==> src/rtl/kwdt_pkg.sv <==
package kwdt_pkg;
    localparam int unsigned REG_W  = 32;
    localparam int unsigned PAY_W  = 16;
    localparam int unsigned DIV_W  = 8;
    localparam int unsigned DIV_LSB = 8;
    localparam int unsigned CNT_W  = 16;
    localparam int unsigned GRP_W  = 6;
    localparam logic [15:0] UNLOCK_KEY = 16'h1234;

    localparam logic [4:0] OFF_CFG   = 5'h04;
    localparam logic [4:0] OFF_LOAD  = 5'h08;
    localparam logic [4:0] OFF_REFR  = 5'h18;
    localparam logic [4:0] OFF_START = 5'h1C;

    localparam logic [GRP_W-1:0] REFR_RESET = 6'h15;

    typedef struct packed {
        logic cfg;
        logic cnt;
    } refresh_hit_t;

    function automatic logic grp_flip(input logic [1:0] old_c, input logic [1:0] new_c);
        return ((old_c == 2'd1) && (new_c == 2'd2)) || ((old_c == 2'd2) && (new_c == 2'd1));
    endfunction

    function automatic refresh_hit_t refresh_decode(input logic [GRP_W-1:0] old_v,
                                                    input logic [GRP_W-1:0] new_v);
        refresh_hit_t h;
        h.cfg = grp_flip(old_v[5:4], new_v[5:4]);
        h.cnt = grp_flip(old_v[3:2], new_v[3:2]);
        return h;
    endfunction
endpackage

==> src/rtl/kwdt_regs.sv <==
module kwdt_regs
    import kwdt_pkg::*;
#(
    parameter int unsigned DIV_RESET  = 16,
    parameter logic [CNT_W-1:0] LOAD_RESET = 16'hFFFF
) (
    input  logic                clk,
    input  logic                rst,
    input  logic                wr_en,
    input  logic [4:0]          addr,
    input  logic [REG_W-1:0]    wdata,
    output logic [REG_W-1:0]    rdata,
    output logic [DIV_W-1:0]    act_div,
    output logic                reload,
    output logic [CNT_W-1:0]    reload_val,
    output logic                div_upd,
    output logic                enable
);
    localparam logic [DIV_W-1:0] DIV_RST_M1 = DIV_W'(DIV_RESET - 1);
    localparam logic [PAY_W-1:0] CFG_RST = PAY_W'({DIV_RST_M1, {DIV_LSB{1'b0}}});

    logic [PAY_W-1:0] cfg_sh, load_sh, start_r, act_load;
    logic [GRP_W-1:0] refr_r;
    logic             key_ok, wr_ok, refr_wr, start_rise;
    logic [PAY_W-1:0] pay;
    refresh_hit_t     hit;

    assign key_ok  = (wdata[REG_W-1:PAY_W] == UNLOCK_KEY);
    assign wr_ok   = wr_en && key_ok;
    assign pay     = wdata[PAY_W-1:0];
    assign refr_wr = wr_ok && (addr == OFF_REFR);

    always_comb begin
        hit = refresh_decode(refr_r, pay[GRP_W-1:0]);
        if (!refr_wr) hit = '0;
    end

    assign start_rise = wr_ok && (addr == OFF_START) && pay[0] && !start_r[0];
    assign reload     = hit.cnt || start_rise;
    assign reload_val = hit.cnt ? load_sh : act_load;
    assign div_upd    = hit.cfg;
    assign enable     = start_r[0];

    always_ff @(posedge clk) begin
        if (rst) begin
            cfg_sh   <= CFG_RST;
            load_sh  <= LOAD_RESET;
            refr_r   <= REFR_RESET;
            start_r  <= '0;
            act_div  <= DIV_RST_M1;
            act_load <= LOAD_RESET;
        end else if (wr_ok) begin
            unique case (addr)
                OFF_CFG:   cfg_sh  <= pay;
                OFF_LOAD:  load_sh <= pay;
                OFF_REFR: begin
                    refr_r <= pay[GRP_W-1:0];
                    if (hit.cfg) act_div  <= cfg_sh[DIV_LSB +: DIV_W];
                    if (hit.cnt) act_load <= load_sh;
                end
                OFF_START: start_r <= pay;
                default: ;
            endcase
        end
    end

    always_comb begin
        unique case (addr)
            OFF_CFG:   rdata = REG_W'(cfg_sh);
            OFF_LOAD:  rdata = REG_W'(load_sh);
            OFF_REFR:  rdata = REG_W'(refr_r);
            OFF_START: rdata = REG_W'(start_r);
            default:   rdata = '0;
        endcase
    end

    // a write with the wrong key leaves every register as it was
    assert_badkey_R1: assert property (@(posedge clk) disable iff (rst)
        (wr_en && !key_ok) |=> ($stable(cfg_sh) && $stable(load_sh) && $stable(refr_r)
                                && $stable(start_r) && $stable(act_div) && $stable(act_load)));

    // shadow writes leave the active values alone
    assert_shadow_R3: assert property (@(posedge clk) disable iff (rst)
        (wr_en && (addr == OFF_CFG || addr == OFF_LOAD)) |=> ($stable(act_div) && $stable(act_load)));

    // a non-toggling counter group leaves the active load alone
    assert_noflip_R6: assert property (@(posedge clk) disable iff (rst)
        (wr_en && addr == OFF_REFR && !grp_flip(refr_r[3:2], wdata[3:2])) |=> $stable(act_load));
endmodule

==> src/rtl/kwdt_prescaler.sv <==
module kwdt_prescaler
    import kwdt_pkg::*;
(
    input  logic             clk,
    input  logic             rst,
    input  logic             tick,
    input  logic             run,
    input  logic             clear,
    input  logic [DIV_W-1:0] div_m1,
    output logic             wrap
);
    logic [DIV_W-1:0] pcnt;

    assign wrap = run && tick && (pcnt == div_m1) && !clear;

    always_ff @(posedge clk) begin
        if (rst || clear)      pcnt <= '0;
        else if (run && tick)  pcnt <= wrap ? '0 : pcnt + 1'b1;
    end

    // the prescale count never passes the active divisor
    assert_pcnt_range_R5: assert property (@(posedge clk) disable iff (rst)
        pcnt <= div_m1);
endmodule

==> src/rtl/kwdt_counter.sv <==
module kwdt_counter
    import kwdt_pkg::*;
#(
    parameter logic [CNT_W-1:0] LOAD_RESET = 16'hFFFF
) (
    input  logic             clk,
    input  logic             rst,
    input  logic             wrap,
    input  logic             reload,
    input  logic [CNT_W-1:0] reload_val,
    output logic             expired,
    output logic             rst_req
);
    logic [CNT_W-1:0] cnt;

    always_ff @(posedge clk) begin
        if (rst) begin
            cnt     <= LOAD_RESET;
            expired <= 1'b0;
            rst_req <= 1'b0;
        end else begin
            rst_req <= 1'b0;
            if (reload) begin
                cnt     <= reload_val;
                expired <= 1'b0;
            end else if (wrap) begin
                if (cnt <= CNT_W'(1)) begin
                    cnt     <= '0;
                    expired <= 1'b1;
                    rst_req <= 1'b1;
                end else begin
                    cnt <= cnt - 1'b1;
                end
            end
        end
    end

    // the request lasts a single cycle
    assert_pulse_R8: assert property (@(posedge clk) disable iff (rst)
        rst_req |=> !rst_req);

    // once expired, nothing moves until a reload
    assert_halt_R8: assert property (@(posedge clk) disable iff (rst)
        (expired && !reload) |=> ($stable(cnt) && !rst_req));

    // each prescaler wrap removes exactly one count
    assert_step_R7: assert property (@(posedge clk) disable iff (rst)
        (wrap && !reload && cnt > CNT_W'(1)) |=> (cnt == $past(cnt) - 1'b1));
endmodule

==> src/rtl/keyed_wdt.sv <==
module keyed_wdt
    import kwdt_pkg::*;
#(
    parameter int unsigned      DIV_RESET  = 16,
    parameter logic [CNT_W-1:0] LOAD_RESET = 16'hFFFF
) (
    input  logic        clk,
    input  logic        rst,
    input  logic        tick,
    input  logic        wr_en,
    input  logic [4:0]  addr,
    input  logic [31:0] wdata,
    output logic [31:0] rdata,
    output logic        rst_req
);
    logic [DIV_W-1:0] act_div;
    logic [CNT_W-1:0] reload_val;
    logic             reload, div_upd, enable, expired, wrap, run;

    assign run = enable && !expired;

    kwdt_regs #(.DIV_RESET(DIV_RESET), .LOAD_RESET(LOAD_RESET)) regs_i (
        .clk(clk), .rst(rst), .wr_en(wr_en), .addr(addr), .wdata(wdata), .rdata(rdata),
        .act_div(act_div), .reload(reload), .reload_val(reload_val),
        .div_upd(div_upd), .enable(enable)
    );

    kwdt_prescaler pre_i (
        .clk(clk), .rst(rst), .tick(tick), .run(run),
        .clear(reload || div_upd), .div_m1(act_div), .wrap(wrap)
    );

    kwdt_counter #(.LOAD_RESET(LOAD_RESET)) cnt_i (
        .clk(clk), .rst(rst), .wrap(wrap), .reload(reload), .reload_val(reload_val),
        .expired(expired), .rst_req(rst_req)
    );

    // a disabled watchdog raises no request in the next cycle
    assert_disabled_R9: assert property (@(posedge clk) disable iff (rst)
        !enable |=> !rst_req);
endmodule

==> config.mk <==
export PLATFORM = sky130hd
export DESIGN_NAME = keyed_wdt
export DESIGN_NICKNAME = d
export VERILOG_FILES = /design/src/rtl/kwdt_pkg.sv /design/src/rtl/kwdt_regs.sv /design/src/rtl/kwdt_prescaler.sv /design/src/rtl/kwdt_counter.sv /design/src/rtl/keyed_wdt.sv
export SDC_FILE = /design/constraint.sdc
export NUM_CORES = 1
export LEC_CHECK = 0
export ABC_AREA = 1
export CORE_MARGIN = 10
export CORE_UTILIZATION = 40
export CTS_CLUSTER_SIZE = 30
export DETAILED_ROUTE_END_ITERATION = 16
export GPL_TIMING_DRIVEN = 0
export SLEW_MARGIN = 20
export SYNTH_ARGS = -nofsm -noshare
export SYNTH_HDL_FRONTEND = slang
export SYNTH_SLANG_ARGS = --single-unit
==> constraint.sdc <==
create_clock -name clk -period 5.1 [get_ports clk]
set_clock_uncertainty 0.15 [all_clocks]
set_input_delay 1.02 -clock clk [delete_from_list [all_inputs] [get_ports clk]]
set_output_delay 1.02 -clock clk [all_outputs]
set_load 0.01 [all_outputs]
======== Yosys cells after proc, flatten, opt, wreduce, memory -nomap -nowiden ========
Cells that the tools add are included.
word-level totals
  flip-flop bits (word level) ............. 104
  latch bits .............................. 0
  RAM bits ................................ 0
  ROM bits ................................ 0
  word-level logic and storage cells ...... 66
  memories ................................ 0
operators by class
  $add $sub $neg .......................... 2
  $mul .................................... 0
  div/mod/pow operators ................... 0
  $lt $le $gt $ge ......................... 1
  eq/ne operators ......................... 14
  shifts and indexed selects .............. 0
  mux-type cells .......................... 8
  bitwise logic cells ..................... 1
  reductions and logical operators ........ 30
operators with widths
  operator                 count
  $mux W16                 4
  $pmux W16 S4             1
  $eq A16 B13 Y1 const B   1
  $le A16 B1 Y1 const B    1
  $sub A16 B1 Y16 const B  1
  $logic_and A1 B1 Y1      13
  $eq A5 B5 Y1 const B     2
  $reduce_and A2 Y1        5
  $add A8 B1 Y8 const B    1
  $eq A2 B1 Y1 const B     4
  $eq A2 B2 Y1 const B     4
  $eq A8 B8 Y1             1
  $mux W8                  1
  $eq A5 B3 Y1 const B     1
  $eq A5 B4 Y1 const B     1
  $logic_or A1 B1 Y1       5
  $logic_not A1 Y1         3
  $reduce_and A3 Y1        1
  $reduce_or A3 Y1         1
  $mux W2                  1
  $reduce_bool A2 Y1       1
  $reduce_or A2 Y1         1
  $mux W1                  1
  $not A1 Y1               1

======== Longest topological paths before layout ========
  word-level depth ........................ 11
  depth in mapped cells ................... 12
  mapped depth without buffers ............ 12

======== Hierarchy ========
Synthesis repeated with hierarchy kept, for this count alone.
unflattened totals
  cells, all modules ...................... 794
  area total of the unflattened synthesis .. 5408.9 sq um
modules (own cells, without submodules)
  module          times used  cells an instance  area an instance (sq um)  sequential area each (sq um)
  kwdt_regs       1           528                3669.8                    1561.5
  kwdt_counter    1           160                1122.3                    360.3
  kwdt_prescaler  1           101                595.6                     160.2
  keyed_wdt       1           5                  21.3                      0.0

======== Least setup slack after synthesis ========
Ideal clock, no wire load.
  path kind ............................... input-to-output
  from .................................... in addr[1]
  to ...................................... out rdata[10]
  data arrival time ....................... 2.002 ns
  path slack .............................. 1.928 ns
  stages on the path ...................... 6
  path buffers ............................ 1
  cells stage by stage .................... nor2_4 > nand2_4 > nor3_2 > clkbuf_1 > nand2_1 > o211ai_1
on the way
  longest elaborated chain between the ends .. 2
  elaborated cells on any way between the ends .. 5
ends and longest elaborated chain
  what                                  line             RTL
  start, declared                       keyed_wdt.sv:11  input logic [4:0] addr,
  $eq A5 B5 Y1 (tied with other cells)  kwdt_regs.sv:68  unique case (addr)
  $pmux W16 S4 *                        kwdt_regs.sv:68
  end, declared                         keyed_wdt.sv:13  output logic [31:0] rdata,
Every way passes the cells marked *; elsewhere a longest branch is shown, timed or not.

======== Worst setup path after layout ========
  from .................................... in addr[2]
  to ...................................... out rdata[13]
Same word-level chain as after synthesis.

==> results.py <==
metrics = {
    "run_status": {
        "status": "finished clean",
    },
    "sta": {
        "relSlewSlack_pct": 49.5,
        "hold_viol": 0,
        "rsz0062_at_grt": "false",
        "drv_slew": 0,
        "fin_tns_setup_ns": 0,
        "period_share_pct": 92.9,
        "finalSetupViolations": 0,
        "tightest_slew_ns": 0.758,
        "max_freq_mhz": 211,
        "period_minus_slack_ns": 4.74,
    },
    "die": {
        "std_cell_rows": 41,
        "boundaryPins": 74,
        "fp.coreArea_mm2": 0.0127,
        "die_y_um": 134,
        "start_util_pct": 41.1,
        "fp.dieArea_mm2": 0.0180,
        "die_w_um": 134,
    },
    "synthesis": {
        "syn_area_per_cell_um2": 7.51,
        "synth_area_mm2": 0.00521,
        "syn_inst": 693,
        "synthFlopType": "dfxtp_1",
        "synthDistinctLibCells": 36,
        "yosys_warnings": 0,
        "ys_seq_elements": 104,
        "yosysSeqAreaShare_pct": 40.0,
        "synth-edff-count": 0,
        "synthArstFlopShare_pct": 0,
    },
    "final_layout": {
        "fin_nets": 819,
        "finalCoreUtilization_pct": 50.3,
        "final_cell_mix": "nand2_1, dfxtp_1, inv_1",
        "diodes": 0,
        "drive_gt1_share_pct": 11.2,
        "final_common_cell": "nand2_1",
        "n_fill_cell": 1263,
        "area_delta_synth_final_pct": 22.4,
        "multi_input_area_mm2": 0.00260,
        "regArea_mm2": 0.00208,
    },
    "cts": {
        "clockBufferDepth": 2,
        "cts_setup_buffers": 0,
        "cts_tree": "done",
        "numCtsBuffers": 9,
        "cts.hold.buffers_added": 0,
        "cts.reportedPaths.clkPinSlew_ns": 0.06,
        "numClockSinks": 104,
        "clock_latency_ns": 0.36,
        "cts-resized-gates": 0,
        "h-tree-depth": 3,
        "root_buffer": "clkbuf_16",
    },
    "hold_path": {
        "hp-class": "reg -> reg",
        "hold_path_startpoint": "regs_i.act_load[4]",
        "hold_path_end": "regs_i.act_load[4]",
        "hold_depth": 2,
    },
    "setup_path": {
        "r2r_slack_ns": 2.98,
        "slowest_delay_ns": 0.60,
        "reg2regPathDepth": 8,
        "crit_top_cell": "clkdlybuf4s50_1",
        "crit_path_end_kind": "output port",
        "worstPathArrival_ns": 3.57,
        "rr_startpoint": "regs_i.start_r[0]",
        "path_cells": "clkdlybuf4s50_1, inv_2, nor3_4, clkbuf_1, nand2_1, o211ai_1, clkdlybuf4s50_1",
        "path_class": "in -> out",
        "cp_slowest_cell": "clkdlybuf4s50_1",
        "path_buf_inv": 4,
        "crit_fanout": 10,
        "cp-start-kind": "input pin",
        "required_ns": 3.93,
        "cp_top_family": "buffers and inverters",
        "r2r_end": "cnt_i.expired",
    },
    "routing": {
        "via_per_inst": 4.98,
        "drc_errors": 0,
        "ant_nets": 0,
        "first_pass_iters": 5,
        "num_vias": 4744,
        "drt_iter0_drc": 237,
        "wl_mm": 14.5,
        "wl_per_cell_um": 15.2,
    },
    "global_routing": {
        "grt.total_usage_pct": 16.4,
        "grt_pass1_vias": 4660,
        "grt_pass1_wl_mm": 23.7,
        "grt_max_degree": 17,
        "grt-ovfl-total": 0,
        "antenna_found_initial": 0,
    },
    "pwr": {
        "peakVddDrop_mv": 0.180,
        "leakagePower_nw": 2.82,
        "p_per_area_mw_per_mm2": 270,
    },
    "placed_design": {
        "globalplace.congestion": 0.853,
        "detailed_place_hpwl_mm": 11.1,
        "io_buffers": 56,
    },
    "job": {
        "maxCapViolCount": 0,
    },
}
synthesized netlist by cell type (3+ instances only):
cell,number,area [µm²]
a211oi_2,14,175
o2111ai_1,5,43.8
nand4_1,15,93.8
a211oi_1,14,105
nor3_1,4,20.0
a21oi_1,15,75.1
inv_1,71,267
xor2_1,19,166
nor2_2,3,18.8
nand3_2,4,40.0
nand3_1,65,325
dfxtp_1,104,2080
inv_2,6,22.5
o21ai_0,15,75.1
nor2_4,4,45.0
o211ai_1,32,240
nand2_1,169,634
nor2_1,69,259
buf_2,6,30.0
buf_4,19,143
buf_6,6,67.6
clkbuf_1,12,45.0
nand2_4,3,33.8
ha_1,3,37.5
worst max path at each step:
stage	from	endpoint	slack, ns	cells past startpoint
floorplan	addr[1]	rdata[10]	1.93	6
detailed placement	addr[2]	rdata[13]	0.37	7
CTS	addr[2]	rdata[13]	0.37	7
global placement	addr[2]	rdata[12]	0.41	7
finish	addr[2]	rdata[13]	0.36	7
global route	addr[2]	rdata[13]	0.23	7
flip-flops by register name, indices dropped and copies added (netlist names):
name and cells:
regs_i.refr_r 6, regs_i.load_sh 16, cnt_i.expired 1, cnt_i.cnt 16
pre_i.pcnt 8, regs_i.start_r 16, regs_i.cfg_sh 16, cnt_i.rst_req 1
regs_i.act_load 16, regs_i.act_div 8
power breakdown:
part / switching, mW / internal (mW)
registers: 0.000000242 / 0.811
logic: 0.0609 / 0.0499
clock network: 0.316 / 0.481
total: 0.377 / 1.34
area by class of cell:
class                   instances  share of cell area (%)
multi-input cells             483                    40.8
flip-flops and latches        104                    32.7
repair buffers                 56                    8.79
inverters                      78                    4.63
plain buffers                  43                    4.47
clock buffers                  11                    3.65
well taps                     172                    3.38
clock inverters                 5                    1.63
tightest hold or removal path: stages (launching register included):
cell and delay (ns):
dfxtp_1 0.31, nand2_1 0.05, nand3_1 0.08
metal layers:
| metal | global-route usage (%) | wire (µm) | vias to the layer above |
|---|---|---|---|
| li1 | - | - | 2411 |
| met1 | 19.5 | 6290 | 2215 |
| met2 | 28.1 | 7110 | 103 |
| met3 | 5.38 | 910 | 15 |
| met4 | 3.69 | 177 | 0 |
| met5 | 0 | 0 | - |
per-stage QoR:
stage | total power, mW | setup WS, ns | hold slack [ns] | cell area [µm²] | std cells
4_1_cts | 1.73 | 0.366 | 0.324 | 6370 | 952
2_1_floorplan | 0.884 | 1.93 | 0.288 | 5260 | 708
3_3_place_gp | 0.939 | 0.408 | 0.302 | 6040 | 936
3_5_place_dp | 0.940 | 0.374 | 0.308 | 6040 | 936
6_report | 1.72 | 0.363 | 0.321 | 6370 | 952
5_1_grt | 1.78 | 0.235 | 0.346 | 6370 | 952
logic make-up (layout without fill, tap and decap cells):
logic type | Yosys count | count (layout) | share of synthesized area [%]
AO/OA/AOI/OAI | 97 | 97 | 14.0
XOR/XNOR | 21 | 21 | 3.53
adder cells (fa/ha/maj) | 3 | 3 | 0.721
buffers and inverters | 121 | 193 | 11.2
flip-flops | 104 | 104 | 40.0
other | 1 | 16 | 0.0720
AND/OR/NAND/NOR | 346 | 346 | 30.5
No activity file was read; power rests on OpenSTA's default activity.
